--- src/rtl/sts_pkg.sv ---
package sts_pkg;

   // What occupies the SRAM pins in the current cycle
   typedef enum logic [1:0] {
      ACC_NONE = 2'd0,
      ACC_RD   = 2'd1,
      ACC_WR   = 2'd2
   } acc_e;

   // Position within a two-cycle access
   typedef enum logic {
      PH_FIRST  = 1'b0,
      PH_SECOND = 1'b1
   } phase_e;

   function automatic acc_e acc_kind(input logic valid, input logic write);
      if (!valid)     return ACC_NONE;
      else if (write) return ACC_WR;
      else            return ACC_RD;
   endfunction

endpackage

--- src/rtl/sts_sched.sv ---
module sts_sched
   import sts_pkg::*;
#(
   parameter int RD_LAT = 2
) (
   input  logic clk,
   input  logic rst_n,
   input  logic mode_pipe,
   input  logic req_valid,
   input  logic req_write,
   output logic req_stall,
   output logic accept,
   output logic pin_sel,
   output logic pin_we,
   output logic oe_slot,
   output logic drv_slot
);

   localparam int WIN = RD_LAT - 1;   // history bits besides the current pin cycle that block a write

   acc_e   kind_q;
   phase_e ph_q;
   logic   wr_prev_q;
   logic   rd_now;
   logic [RD_LAT:1] hist_q;           // hist_q[k]: read on the pins k cycles ago

   assign rd_now = (kind_q == ACC_RD);

   for (genvar g = 1; g <= RD_LAT; g++) begin : g_hist
      if (g == 1) begin : g_head
         always_ff @(posedge clk or negedge rst_n) begin
            if (!rst_n) hist_q[g] <= 1'b0;
            else        hist_q[g] <= rd_now;
         end
      end else begin : g_tail
         always_ff @(posedge clk or negedge rst_n) begin
            if (!rst_n) hist_q[g] <= 1'b0;
            else        hist_q[g] <= hist_q[g-1];
         end
      end
   end

   logic rd_window;
   logic busy_first;
   logic stall_pipe;
   logic stall_two;
   logic hold;

   assign rd_window  = rd_now || (|hist_q[WIN:1]);
   assign busy_first = (kind_q != ACC_NONE) && (ph_q == PH_FIRST);
   assign stall_pipe = req_valid && req_write && rd_window;
   assign stall_two  = busy_first;
   assign req_stall  = mode_pipe ? stall_pipe : stall_two;
   assign accept     = req_valid && !req_stall;
   assign hold       = !mode_pipe && busy_first;

   always_ff @(posedge clk or negedge rst_n) begin
      if (!rst_n) begin
         kind_q    <= ACC_NONE;
         ph_q      <= PH_FIRST;
         wr_prev_q <= 1'b0;
      end else begin
         wr_prev_q <= (kind_q == ACC_WR);
         if (hold) begin
            ph_q <= PH_SECOND;
         end else begin
            ph_q   <= PH_FIRST;
            kind_q <= acc_kind(accept, req_write);
         end
      end
   end

   assign pin_sel  = (kind_q != ACC_NONE);
   assign pin_we   = (kind_q == ACC_WR);
   assign oe_slot  = mode_pipe ? hist_q[RD_LAT]
                               : (kind_q == ACC_RD) && (ph_q == PH_SECOND);
   assign drv_slot = mode_pipe ? wr_prev_q
                               : (kind_q == ACC_WR) && (ph_q == PH_SECOND);

endmodule

--- src/rtl/sts_lane.sv ---
module sts_lane #(
   parameter int AW = 16,
   parameter int W  = 32
) (
   input  logic          clk,
   input  logic          rst_n,
   input  logic          accept,
   input  logic [AW-1:0] req_addr,
   input  logic [W-1:0]  req_wdata,
   input  logic          pin_sel,
   input  logic          pin_we,
   input  logic          oe_slot,
   input  logic          drv_slot,
   input  logic [W-1:0]  bus_rdata,
   output logic [AW-1:0] sram_addr,
   output logic          sram_sel,
   output logic          sram_we,
   output logic          sram_oe,
   output logic          sram_drive,
   output logic [W-1:0]  sram_wdata,
   output logic          rvalid,
   output logic [W-1:0]  rdata
);

   logic [AW-1:0] addr_q;
   logic [W-1:0]  wd_q;      // value belonging to the access on the pins
   logic [W-1:0]  wd_late_q; // same value one cycle later, for the late write
   logic          rvalid_q;
   logic [W-1:0]  rdata_q;

   always_ff @(posedge clk or negedge rst_n) begin
      if (!rst_n) begin
         addr_q    <= '0;
         wd_q      <= '0;
         wd_late_q <= '0;
      end else begin
         if (accept) begin
            addr_q <= req_addr;
            wd_q   <= req_wdata;
         end
         wd_late_q <= wd_q;
      end
   end

   always_ff @(posedge clk or negedge rst_n) begin
      if (!rst_n) begin
         rvalid_q <= 1'b0;
         rdata_q  <= '0;
      end else begin
         rvalid_q <= oe_slot;
         if (oe_slot) rdata_q <= bus_rdata;
      end
   end

   assign sram_addr  = addr_q;
   assign sram_sel   = pin_sel;
   assign sram_we    = pin_we;
   assign sram_oe    = oe_slot;
   assign sram_drive = drv_slot;
   assign sram_wdata = drv_slot ? wd_late_q : '0;
   assign rvalid     = rvalid_q;
   assign rdata      = rdata_q;

endmodule

--- src/rtl/sram_turn_sched.sv ---
module sram_turn_sched #(
   parameter int AW     = 16,
   parameter int TW     = 12,
   parameter int DW     = 32,
   parameter int RD_LAT = 2
) (
   input  logic          clk,
   input  logic          rst_n,
   input  logic          mode_pipe,
   input  logic          req_valid,
   input  logic          req_write,
   input  logic [AW-1:0] req_addr,
   input  logic [TW-1:0] req_tag,
   input  logic [DW-1:0] req_data,
   output logic          req_stall,
   output logic [AW-1:0] tag_addr,
   output logic          tag_sel,
   output logic          tag_we,
   output logic          tag_oe,
   output logic          tag_drive,
   output logic [TW-1:0] tag_wdata,
   input  logic [TW-1:0] tag_rdata,
   output logic [AW-1:0] data_addr,
   output logic          data_sel,
   output logic          data_we,
   output logic          data_oe,
   output logic          data_drive,
   output logic [DW-1:0] data_wdata,
   input  logic [DW-1:0] data_rdata,
   output logic          rd_valid,
   output logic [TW-1:0] rd_tag,
   output logic [DW-1:0] rd_data
);

   if (RD_LAT < 2 || RD_LAT > 8) begin : g_bad_lat
      $error("sram_turn_sched: RD_LAT must lie in 2..8");
   end
   if (AW < 1 || TW < 1 || DW < 1) begin : g_bad_width
      $error("sram_turn_sched: widths must be positive");
   end

   logic accept;
   logic pin_sel;
   logic pin_we;
   logic oe_slot;
   logic drv_slot;
   logic tag_rv;
   logic data_rv;

   sts_sched #(.RD_LAT(RD_LAT)) u_sched (
      .clk       (clk),
      .rst_n     (rst_n),
      .mode_pipe (mode_pipe),
      .req_valid (req_valid),
      .req_write (req_write),
      .req_stall (req_stall),
      .accept    (accept),
      .pin_sel   (pin_sel),
      .pin_we    (pin_we),
      .oe_slot   (oe_slot),
      .drv_slot  (drv_slot)
   );

   sts_lane #(.AW(AW), .W(TW)) u_tag_lane (
      .clk        (clk),
      .rst_n      (rst_n),
      .accept     (accept),
      .req_addr   (req_addr),
      .req_wdata  (req_tag),
      .pin_sel    (pin_sel),
      .pin_we     (pin_we),
      .oe_slot    (oe_slot),
      .drv_slot   (drv_slot),
      .bus_rdata  (tag_rdata),
      .sram_addr  (tag_addr),
      .sram_sel   (tag_sel),
      .sram_we    (tag_we),
      .sram_oe    (tag_oe),
      .sram_drive (tag_drive),
      .sram_wdata (tag_wdata),
      .rvalid     (tag_rv),
      .rdata      (rd_tag)
   );

   sts_lane #(.AW(AW), .W(DW)) u_data_lane (
      .clk        (clk),
      .rst_n      (rst_n),
      .accept     (accept),
      .req_addr   (req_addr),
      .req_wdata  (req_data),
      .pin_sel    (pin_sel),
      .pin_we     (pin_we),
      .oe_slot    (oe_slot),
      .drv_slot   (drv_slot),
      .bus_rdata  (data_rdata),
      .sram_addr  (data_addr),
      .sram_sel   (data_sel),
      .sram_we    (data_we),
      .sram_oe    (data_oe),
      .sram_drive (data_drive),
      .sram_wdata (data_wdata),
      .rvalid     (data_rv),
      .rdata      (rd_data)
   );

   assign rd_valid = tag_rv && data_rv;

endmodule

--- config.mk ---
export PLATFORM = sky130hd
export DESIGN_NAME = sram_turn_sched
export DESIGN_NICKNAME = d
export VERILOG_FILES = /design/src/rtl/sts_pkg.sv /design/src/rtl/sts_sched.sv /design/src/rtl/sts_lane.sv /design/src/rtl/sram_turn_sched.sv
export SDC_FILE = /design/constraint.sdc
export NUM_CORES = 1
export LEC_CHECK = 0
export ABC_AREA = 1
export BUFFER_PORTS_ARGS = -buffer_cell sky130_fd_sc_hd__buf_2
export CELL_PAD_IN_SITES_DETAIL_PLACEMENT = 1
export CELL_PAD_IN_SITES_GLOBAL_PLACEMENT = 1
export CORE_UTILIZATION = 38
export CTS_BUF_LIST = sky130_fd_sc_hd__clkbuf_16
export DETAILED_ROUTE_END_ITERATION = 12
export PLACE_DENSITY = 0.87
export SLEW_MARGIN = 20
export SYNTH_ARGS = -nofsm -noshare
export SYNTH_HDL_FRONTEND = slang
export SYNTH_SLANG_ARGS = --single-unit
export TNS_END_PERCENT = 30
--- constraint.sdc ---
create_clock -name clk -period 2.8 [get_ports clk]
set_input_delay 0.14 -clock clk [delete_from_list [all_inputs] [get_ports clk]]
set_output_delay 0.14 -clock clk [all_outputs]
set_load 0.01 [all_outputs]
==> summary.txt <==
Outcome
  – Status: finished, final reports clean

Synthesis
  – Post-synthesis cell area: ~6100 sq um
  – Synth Flop Type: dfrtp_1
  – Sequential share of the synthesized area: 0.639
  – Most common cell in the netlist: nand2_1
  – Post-synth EDFFs: 0
  – Synthesized flop and latch total: approximately 160
  – Synth area leader: dfrtp_1
  – Post-Syn Instances: approximately 640
  – Syn_area_per_cell: about 9.4 sq um
  – Synth unique cells: 17
  – Post-synth top area share: 0.639
  – Post-synth top cells: 174 x nand2_1, 155 x dfrtp_1, 94 x inv_1, 61 x nand4_1, 46 x nor2_1
  – Synth area leaders: dfrtp_1 64%, nand2_1 11%, nand4_1 6.3%
  – Asr flop ratio synth: 1.00
  – Yosys warning count: 0
  – Synthesized Nets: around 750

Clock network
  – Worst-skew pair later-pin latency: 0.42 ns
  – CTS tree: built
  – Clk buf depth: 2
  – Hold_buf cts: between 90 and 100
  – Post-CTS resize count: 0
  – Clock-pin slew on the worst setup and hold paths: about 0.070 ns
  – Clk sinks: around 160
  – Setup bufs post-CTS: 0
  – H-tree lvl count: 4
  – Total clock buffers created by CTS: 17
  – Clk root buf: clkbuf_16

Pwr
  – Power Density: between 800 and 900 nW/um^2
  – Worst vdd ir: 0.400 mV
  – Lkg Pwr: around 4.8 nW

Critical path
  – R2R Setup Slk: a little over 0.8 ns
  – CP endpoint kind: output pin
  – Top delay family on crit path: simple AND/OR/NAND/NOR gates
  – CP startpoint kind: flop
  – Worst path cell trace: nor2_2 -> nand3_1 -> o21ai_1 -> inv_2 -> nor2_1 -> buf_2
  – Critical path class: reg2out
  – CP required: between 2 and 3 ns
  – R2R cell count: 8
  – Crit-path max FO: 44
  – Critical R2R Capture: u_data_lane.sram_addr[4]$_DFFE_PN0P_
  – WP data arrival: between 2 and 2.5 ns
  – Worst r2r src: u_sched.kind_q[1]$_DFFE_PN0N_
  – CP max stage delay: between 0.4 and 0.5 ns
  – Crit path buffers/inverters: 2
  – Max stage delay cell, worst path: dfrtp_1

Routing
  – Final wirelength: 21500 um
  – DR iter-0 viols: about 260
  – Routed wire length per instance: 18.3 um
  – Vias/cell: ~5
  – Drt first pass iters: 4
  – Detailed-route via count: around 5.7k
  – Antenna-violating nets left: 0
  – DRC: 0

Timing
  – Relative slew slack: 0.471
  – Final Setup Violations: 0
  – Post-Route Setup TNS: 0 ns
  – Final hold vios: 0
  – Final min period: 2.42 ns
  – Worst-Margin Slew: slightly below 0.8 ns
  – Hold slack: around 0.0014 ns
  – Max frequency: between 0.4 and 0.5 GHz
  – Fin Clk Skew: 0.0110 ns
  – Final max-slew violation count: 0
  – Period utilisation layout: 0.863
  – RSZ-0062 raised after global routing: no

Layout
  – Layout cells sized above 1: 0.297
  – Area delta synth->final: 45.7%
  – Fin nets: 1056
  – Fill count: between 1.5k and 2k

Die
  – # rows: between 40 and 50
  – Core footprint: between 15000 and 20000 sq um
  – Die Span Y: around 130 um
  – Initial Util: 0.395
  – Die area: approximately 16000 sq um
  – Die Width: between 100 and 150 um
  – I/O Pins: approximately 240

Placement
  – IO buf count: roughly 240
  – GPL Wtd Cong: approximately 0.8
  – Dpl hpwl: 11500 um

Worst hold path
  – Worst min-delay path class: in2reg
  – Hold depth: 3
  – Hold_sp: req_data[7]
  – Hold endpoint: u_data_lane.wd_q[7]$_DFFE_PN0P_

GRT
  – Initial antenna violation count: 1
  – Pin count of the biggest net entering global routing: 92
  – Vias in the first global route: 6302
  – Global-route wire length before repair: 33600 um
  – Gr usage total: 0.271
  – Aggregate global routing overflow: 0

Run
  – Max Cap Violations: 0
layout make-up:
| cell class | count | area, sq um | share of cell area |
|---|---|---|---|
| clock inverter | 15 | 149 | 0.0168 |
| clock buffer | 17 | 425 | 0.0481 |
| tap | 211 | 264 | 0.0299 |
| timing repair buffer | 343 | 2260 | 0.256 |
| multi-input combinational | 333 | 1490 | 0.168 |
| inverter | 97 | 364 | 0.0412 |
| antenna | 2 | 5.00 | 0.000566 |
| sequential | 155 | 3880 | 0.439 |
power by group:
group	internal (mW)	total (mW)	switching [mW]	leakage [nW]
logic	0.660	1.71	1.05	2.64
registers	2.81	3.14	0.337	1.91
clock network	1.31	2.25	0.936	0.274
total	4.78	7.10	2.32	4.83
how the worst max path moves through the flow:
stage / start / endpoint / slack, ns / cells past startpoint
after CTS: u_sched.kind_q[0]$_DFFE_PN0N_ / data_wdata[18] / 0.35 / 6
final: u_sched.kind_q[0]$_DFFE_PN0N_ / tag_wdata[9] / 0.38 / 6
after global placement: u_sched.kind_q[0]$_DFFE_PN0N_ / data_wdata[18] / 0.82 / 6
after global routing: u_sched.kind_q[0]$_DFFE_PN0N_ / data_wdata[12] / 0.18 / 6
after floorplan: u_sched.kind_q[0]$_DFFE_PN0N_ / data_wdata[0] / 1.31 / 6
after detailed placement: u_sched.kind_q[0]$_DFFE_PN0N_ / data_wdata[18] / 0.81 / 6
worst reg2reg max path: cells and delay by family (launching register included):
family / cells / cell delay (ns)
and+or+nand+nor: 6 / 1.03
buffers and inverters: 2 / 0.50
DFF: 1 / 0.39
cell families after synthesis:
kind of cell / count (synthesis) / share of synthesized area
buf+inv: 155 / 0.115
flops: 155 / 0.639
simple gates: 286 / 0.205
compound gates: 47 / 0.0406
layer usage:
metal,vias to the layer above,global-route usage,part of all wire
met5,-,0,0
met4,0,0.127,0.030
met3,50,0.0657,0.074
met2,269,0.480,0.51
met1,2843,0.308,0.39
li1,2587,-,-
through the flow:
stage	total power, mW	cells	instance area [sq um]	setup slack (ns)	util
2_1_floorplan	3.91	643	6070	1.31	-
3_3_place_gp	4.53	1043	7300	0.823	0.475
3_5_place_dp	4.64	1043	7300	0.810	0.475
4_1_cts	6.99	1171	8830	0.350	0.575
5_1_grt	7.47	1172	8830	0.178	0.575
6_report	7.10	1173	8840	0.383	0.575
cells in the final DEF (no fill, tap or decap), types with 3 or more instances in the layout:
cell type,netlist,routed
buf_2,17,237
clkbuf_16,0,17
inv_2,3,3
nand2_1,174,174
dfrtp_1,155,155
clkinv_4,0,3
nand4_1,61,61
o21ai_0,45,45
nor2_1,46,46
buf_12,0,3
buf_4,26,6
dlygate4sd3_1,0,96
clkinv_2,0,3
clkinvlp_4,0,3
inv_1,94,94
flip-flops by register name, summed over array words and instances (netlist names):
name and cells:
u_data_lane.rdata 32, u_data_lane.wd_late_q 32, u_data_lane.wd_q 32, u_data_lane.sram_addr 16
u_tag_lane.rdata 12, u_tag_lane.wd_late_q 12, u_tag_lane.wd_q 12, u_sched.hist_q 2
u_sched.kind_q 2, u_data_lane.rvalid 1, u_sched.ph_q 1, u_sched.wr_prev_q 1
Power figures use the tool's default switching activity.
